### src/rtl/ovl_pkg.sv
package ovl_pkg;
    localparam int CH_W     = 8;
    localparam int FMT_W    = 2;
    localparam int FMT_HASA = 0;
    localparam int FMT_ALOW = 1;

    typedef struct packed {
        logic [CH_W-1:0] r;
        logic [CH_W-1:0] g;
        logic [CH_W-1:0] b;
    } rgb_t;
endpackage

### src/rtl/ovl_rect.sv
module ovl_rect #(
    parameter int COORD_W = 12
) (
    input  logic               en,
    input  logic [COORD_W-1:0] pos_x,
    input  logic [COORD_W-1:0] pos_y,
    input  logic [COORD_W-1:0] org_x,
    input  logic [COORD_W-1:0] org_y,
    input  logic [COORD_W-1:0] siz_w,
    input  logic [COORD_W-1:0] siz_h,
    output logic               hit
);
    localparam int EW = COORD_W + 1;

    logic [EW-1:0] sum_x, sum_y, last_x, last_y;

    always_comb begin
        sum_x  = {1'b0, org_x} + {1'b0, siz_w};
        sum_y  = {1'b0, org_y} + {1'b0, siz_h};
        last_x = (sum_x == '0) ? '0 : sum_x - EW'(1);
        last_y = (sum_y == '0) ? '0 : sum_y - EW'(1);
        hit    = en
              && ({1'b0, pos_x} >= {1'b0, org_x}) && ({1'b0, pos_x} <= last_x)
              && ({1'b0, pos_y} >= {1'b0, org_y}) && ({1'b0, pos_y} <= last_y);
    end
endmodule

### src/rtl/ovl_unpack.sv
module ovl_unpack
    import ovl_pkg::*;
#(
    parameter int              PIX_W       = 32,
    parameter logic [CH_W-1:0] CONST_ALPHA = 8'hFF
) (
    input  logic [PIX_W-1:0] word,
    input  logic [FMT_W-1:0] fmt,
    output rgb_t             rgb,
    output logic [CH_W-1:0]  alpha
);
    localparam int COL_W = 3 * CH_W;

    logic [CH_W-1:0] a_raw;

    always_comb begin
        if (fmt[FMT_ALOW]) begin
            rgb   = word[PIX_W-1 -: COL_W];
            a_raw = word[CH_W-1:0];
        end else begin
            rgb   = word[COL_W-1:0];
            a_raw = word[PIX_W-1 -: CH_W];
        end
        alpha = fmt[FMT_HASA] ? a_raw : CONST_ALPHA;
    end
endmodule

### src/rtl/ovl_blend.sv
module ovl_blend
    import ovl_pkg::*;
(
    input  logic [CH_W-1:0] alpha,
    input  rgb_t            top,
    input  rgb_t            bot,
    output rgb_t            mix
);
    localparam int          AW   = 2 * CH_W + 1;
    localparam logic [AW-1:0] FULL = AW'((1 << CH_W) - 1);
    localparam logic [AW-1:0] HALF = AW'((1 << (CH_W - 1)) - 1);

    logic [2:0][CH_W-1:0] top_v, bot_v, mix_v;

    assign top_v = top;
    assign bot_v = bot;
    assign mix   = mix_v;

    for (genvar c = 0; c < 3; c++) begin : g_ch
        logic [AW-1:0] acc;
        always_comb begin
            acc = AW'(alpha) * AW'(top_v[c])
                + (FULL - AW'(alpha)) * AW'(bot_v[c])
                + HALF;
            mix_v[c] = CH_W'(acc / FULL);
        end
    end
endmodule

### src/rtl/overlay_mixer.sv
module overlay_mixer
    import ovl_pkg::*;
#(
    parameter int              COORD_W     = 12,
    parameter int              PIX_W       = 32,
    parameter logic [CH_W-1:0] CONST_ALPHA = 8'hFF
) (
    input  logic               clk,
    input  logic               rst_n,
    input  logic               in_valid,
    input  logic [COORD_W-1:0] pos_x,
    input  logic [COORD_W-1:0] pos_y,
    input  logic               w0_en,
    input  logic [1:0]         w0_fmt,
    input  logic [COORD_W-1:0] w0_x,
    input  logic [COORD_W-1:0] w0_y,
    input  logic [COORD_W-1:0] w0_w,
    input  logic [COORD_W-1:0] w0_h,
    input  logic [PIX_W-1:0]   w0_pix,
    input  logic               w1_en,
    input  logic [1:0]         w1_fmt,
    input  logic [COORD_W-1:0] w1_x,
    input  logic [COORD_W-1:0] w1_y,
    input  logic [COORD_W-1:0] w1_w,
    input  logic [COORD_W-1:0] w1_h,
    input  logic [PIX_W-1:0]   w1_pix,
    input  logic               key_en,
    input  logic [23:0]        key_rgb,
    output logic               out_valid,
    output logic [23:0]        out_rgb
);
    localparam int NWIN    = 2;
    localparam int TOP_WIN = NWIN - 1;

    logic [NWIN-1:0]                w_en;
    logic [NWIN-1:0][FMT_W-1:0]     w_fmt;
    logic [NWIN-1:0][COORD_W-1:0]   w_x, w_y, w_w, w_h;
    logic [NWIN-1:0][PIX_W-1:0]     w_pix;

    assign w_en  = {w1_en,  w0_en};
    assign w_fmt = {w1_fmt, w0_fmt};
    assign w_x   = {w1_x,   w0_x};
    assign w_y   = {w1_y,   w0_y};
    assign w_w   = {w1_w,   w0_w};
    assign w_h   = {w1_h,   w0_h};
    assign w_pix = {w1_pix, w0_pix};

    logic [NWIN-1:0] hit, keyed, covers;
    rgb_t            win_rgb   [NWIN];
    logic [CH_W-1:0] win_alpha [NWIN];

    for (genvar w = 0; w < NWIN; w++) begin : g_win
        ovl_rect #(.COORD_W(COORD_W)) u_rect (
            .en    (w_en[w]),
            .pos_x (pos_x),
            .pos_y (pos_y),
            .org_x (w_x[w]),
            .org_y (w_y[w]),
            .siz_w (w_w[w]),
            .siz_h (w_h[w]),
            .hit   (hit[w])
        );

        ovl_unpack #(.PIX_W(PIX_W), .CONST_ALPHA(CONST_ALPHA)) u_unpack (
            .word  (w_pix[w]),
            .fmt   (w_fmt[w]),
            .rgb   (win_rgb[w]),
            .alpha (win_alpha[w])
        );

        if (w == TOP_WIN) begin : g_key
            assign keyed[w] = key_en && (win_rgb[w] == rgb_t'(key_rgb));
        end else begin : g_nokey
            assign keyed[w] = 1'b0;
        end

        assign covers[w] = hit[w] && !keyed[w];
    end

    rgb_t base_mix, top_mix, base_rgb, final_rgb;

    ovl_blend u_blend_base (
        .alpha (win_alpha[0]),
        .top   (win_rgb[0]),
        .bot   ('0),
        .mix   (base_mix)
    );

    ovl_blend u_blend_top (
        .alpha (win_alpha[TOP_WIN]),
        .top   (win_rgb[TOP_WIN]),
        .bot   (base_rgb),
        .mix   (top_mix)
    );

    always_comb begin
        base_rgb  = covers[0]       ? base_mix : '0;
        final_rgb = covers[TOP_WIN] ? top_mix  : base_rgb;
    end

    always_ff @(posedge clk) begin
        if (!rst_n) begin
            out_valid <= 1'b0;
            out_rgb   <= '0;
        end else begin
            out_valid <= in_valid;
            out_rgb   <= final_rgb;
        end
    end


    valid_follow_chk: assert property (@(posedge clk) disable iff (!rst_n)
        in_valid |=> out_valid);


    valid_drop_chk: assert property (@(posedge clk) disable iff (!rst_n)
        !in_valid |=> !out_valid);


    uncovered_black_chk: assert property (@(posedge clk) disable iff (!rst_n)
        (!covers[0] && !covers[TOP_WIN]) |=> (out_rgb == '0));


    top_opaque_chk: assert property (@(posedge clk) disable iff (!rst_n)
        (covers[TOP_WIN] && win_alpha[TOP_WIN] == 8'hFF)
        |=> (out_rgb == $past(win_rgb[TOP_WIN])));


    key_hole_chk: assert property (@(posedge clk) disable iff (!rst_n)
        (hit[TOP_WIN] && key_en && win_rgb[TOP_WIN] == rgb_t'(key_rgb) && !hit[0])
        |=> (out_rgb == '0));
endmodule

### config.mk
export PLATFORM = sky130hd
export DESIGN_NAME = overlay_mixer
export DESIGN_NICKNAME = d
export VERILOG_FILES = /design/src/rtl/ovl_pkg.sv /design/src/rtl/ovl_rect.sv /design/src/rtl/ovl_unpack.sv /design/src/rtl/ovl_blend.sv /design/src/rtl/overlay_mixer.sv
export SDC_FILE = /design/constraint.sdc
export NUM_CORES = 2
export LEC_CHECK = 0
export BUFFER_PORTS_ARGS = -buffer_cell sky130_fd_sc_hd__buf_2
export CORE_MARGIN = 4
export CORE_UTILIZATION = 45
export CTS_BUF_LIST = sky130_fd_sc_hd__clkbuf_16
export CTS_CLUSTER_SIZE = 24
export DETAILED_ROUTE_END_ITERATION = 10
export PLACE_DENSITY_LB_ADDON = 0.15
export SYNTH_ARGS = -nofsm -noshare
export SYNTH_HDL_FRONTEND = slang
export SYNTH_SLANG_ARGS = --single-unit
### constraint.sdc
create_clock -name clk -period 28.2 [get_ports clk]
set_input_delay 5.64 -clock clk [delete_from_list [all_inputs] [get_ports clk]]
set_output_delay 5.64 -clock clk [all_outputs]
set_load 0.03 [all_outputs]
==> impl_metrics.ini <==
[placement]
place_ws_ps = -209.2
post-dp-hpwl_um = 110900
place_congestion = 0.9450
io_buffers = 242

[synth]
synth-compound-area-share = 0.2216
syn_avg_cell_area_sq_um = 7.493
yosys.area_share.simple = 0.2367
synth_area_leaders = fa_1 21%, ha_1 14%, inv_1 6.7%
muxShareOfSynthArea = 0.03955
ys_seq_area_frac = 0.01209
synth_top_family_by_area = adder cells
ys_ff_latch = 25
synth_xor_area_frac = 0.05209
synth_nets = 6642
synth_top_area_share = 0.2138
yosysTopAreaCell = fa_1
ys_warn_count = 0
synthAdderAreaFrac = 0.3540
synth_edf_count = 0
ys_async_sr_fraction = 0
synthFlopType = dfxtp_1
netlist_instances = 5523
syn_area_sq_um = 41380
synth.distinct_cells = 124

[floorplanning]
fp.dieH_um = 311.3
core_sq_um = 90560
pin_count = 243
die_area_sq_um = 96880
start_util = 0.4570
chipWidth_um = 311.3
fp-row-count = 110

[finish]
area_growth_pct = 13.24
seq_area_sq_um = 500.5
final_core_util = 0.5175
final_cell_mix = 737 x inv_1, 552 x nor2_1, 509 x nand2_1
multiInputGateArea_sq_um = 38340
nNetsFinal = 7038
nFillCells = 9007
drive_gt1_frac = 0.1588
final_common_cell = inv_1

[timing]
tightest_slew_ps = 1026
slew_headroom = 0.2966
fin_ws_ps = 967.9
max_freq_mhz = 36.72
post-route-period-util = 0.9657
setup_violations = 0
timing_hold_violations_final = 0
layout_min_cycle_time_ps = 27230
drv_slew = 0

[min_path]
hold_class = in -> reg

[run_status]
outcome = completed

[critical_path]
crit_fanout = 14
path_common_cell = fa_1
cp.required_ps = 28390
crit_path_top_delay_cell = or4_1
setup.worst_path.end_class = flip-flop
cp-start-kind = input port
slowest_delay_ps = 580
critPathArrivalTime_ps = 27420
critPathKind = in -> reg

[run]
maxCapViolCount = 0

[global_routing]
grt_max_degree = 56
grt_use_total = 0.2655
grt_pass1_vias = 40940
antenna_found_initial = 14
grt_overflow = 0
grt_pass1_wl_um = 214700

[detailed_routing]
routed_wl_um = 133400
vias = 41680
ant_nets = 0
drtPass1Iterations = 6
drc = 0
drt_iter0_drc = 2909
vias_per_cell = 5.864
wire_per_inst_um = 18.76

[clocking]
root_buffer = clkbuf_16
cts_tree = yes
numCtsBuffers = 3
cts.sinks = 25
clkTransAtPathRegs_ps = 90
htreeDepth = 1
cts_hold_buf = 0
clock_path_buffers = 2
[path summary, 6_finish.rpt]
check / start / to / slack, ps / cells after the start
worst min-delay path: in_valid / out_valid / 5550 / 2
worst max-delay path: w0_fmt[1] / out_rgb[16] / 970 / 79
[flip-flops by register name, indices dropped and copies added, names as in the netlist]
register	cells
out_valid	1
out_rgb	24
[area by class of cell]
type / instances / share of cell area
antenna: 13 / 0.0006942
clock buffer: 3 / 0.001602
clock inverter: 1 / 0.00008010
inverter: 736 / 0.05895
multi-input combinational: 4592 / 0.8181
sequential: 25 / 0.01068
tap: 1176 / 0.03140
timing repair buffer: 561 / 0.07847
[metal layers]
layer  global-route usage  routed length (um)  up-vias
li1                     -                   -    20140
met3              0.03489                8421      171
met2               0.4474               61270     1358
met5                    0                  21        -
met1               0.3700               60860    20010
met4              0.04379                2784        4
[critical path: cells and delay by family]
family                   cells  cell delay (ps)
AO/OA/AOI/OAI               30             6790
AND/OR/NAND/NOR             19             6000
adder cells (fa/ha/maj)     12             5750
multiplexers                 5             1590
buffers and inverters       12             1370
XOR/XNOR                     1              260
[metrics by stage]
step / area [sq um] / setup TNS (ps) / hold slack (ps) / cells
floorplan: 41390 / 0 / 5767 / 5523
global placement: 45570 / 0 / 5847 / 7059
detailed placement: 45570 / -209.2 / 5852 / 7059
CTS: 45650 / 0 / 5549 / 7063
global route: 46840 / -366.2 / 5549 / 7100
finish: 46860 / 0 / 5549 / 7107
[cells by family after synthesis]
| kind of cell | count (synthesis) |
|---|---|
| mux | 155 |
| buf+inv | 907 |
| fa+ha+maj | 907 |
| compound gates | 1299 |
| simple gates | 1987 |
| xor+xnor | 243 |
| flops | 25 |
[synthesized netlist by cell type (57+ instances only)]
cell	count
mux2_2	64
xor2_1	79
inv_1	736
or3_1	65
nand3_1	115
o21a_1	74
mux2i_1	90
nand2b_1	69
nor3_1	160
nand2_1	516
nand4_1	66
clkbuf_1	134
o21ai_0	204
o211ai_1	65
a21oi_1	264
xnor2_1	162
a211oi_1	57
fa_1	442
a21o_1	82
and2_1	78
or2_2	60
nor2_1	556
ha_1	459
[timing repair]
action | 4_1_cts | 5_1_grt
resized for setup | 0 | 211
endpoints found under the setup margin | 0 | 7
buffers inserted | 0 | 30
Power is not shown: default switching activity piles up to over one toggle a cycle in this logic, so the estimate is an artifact.
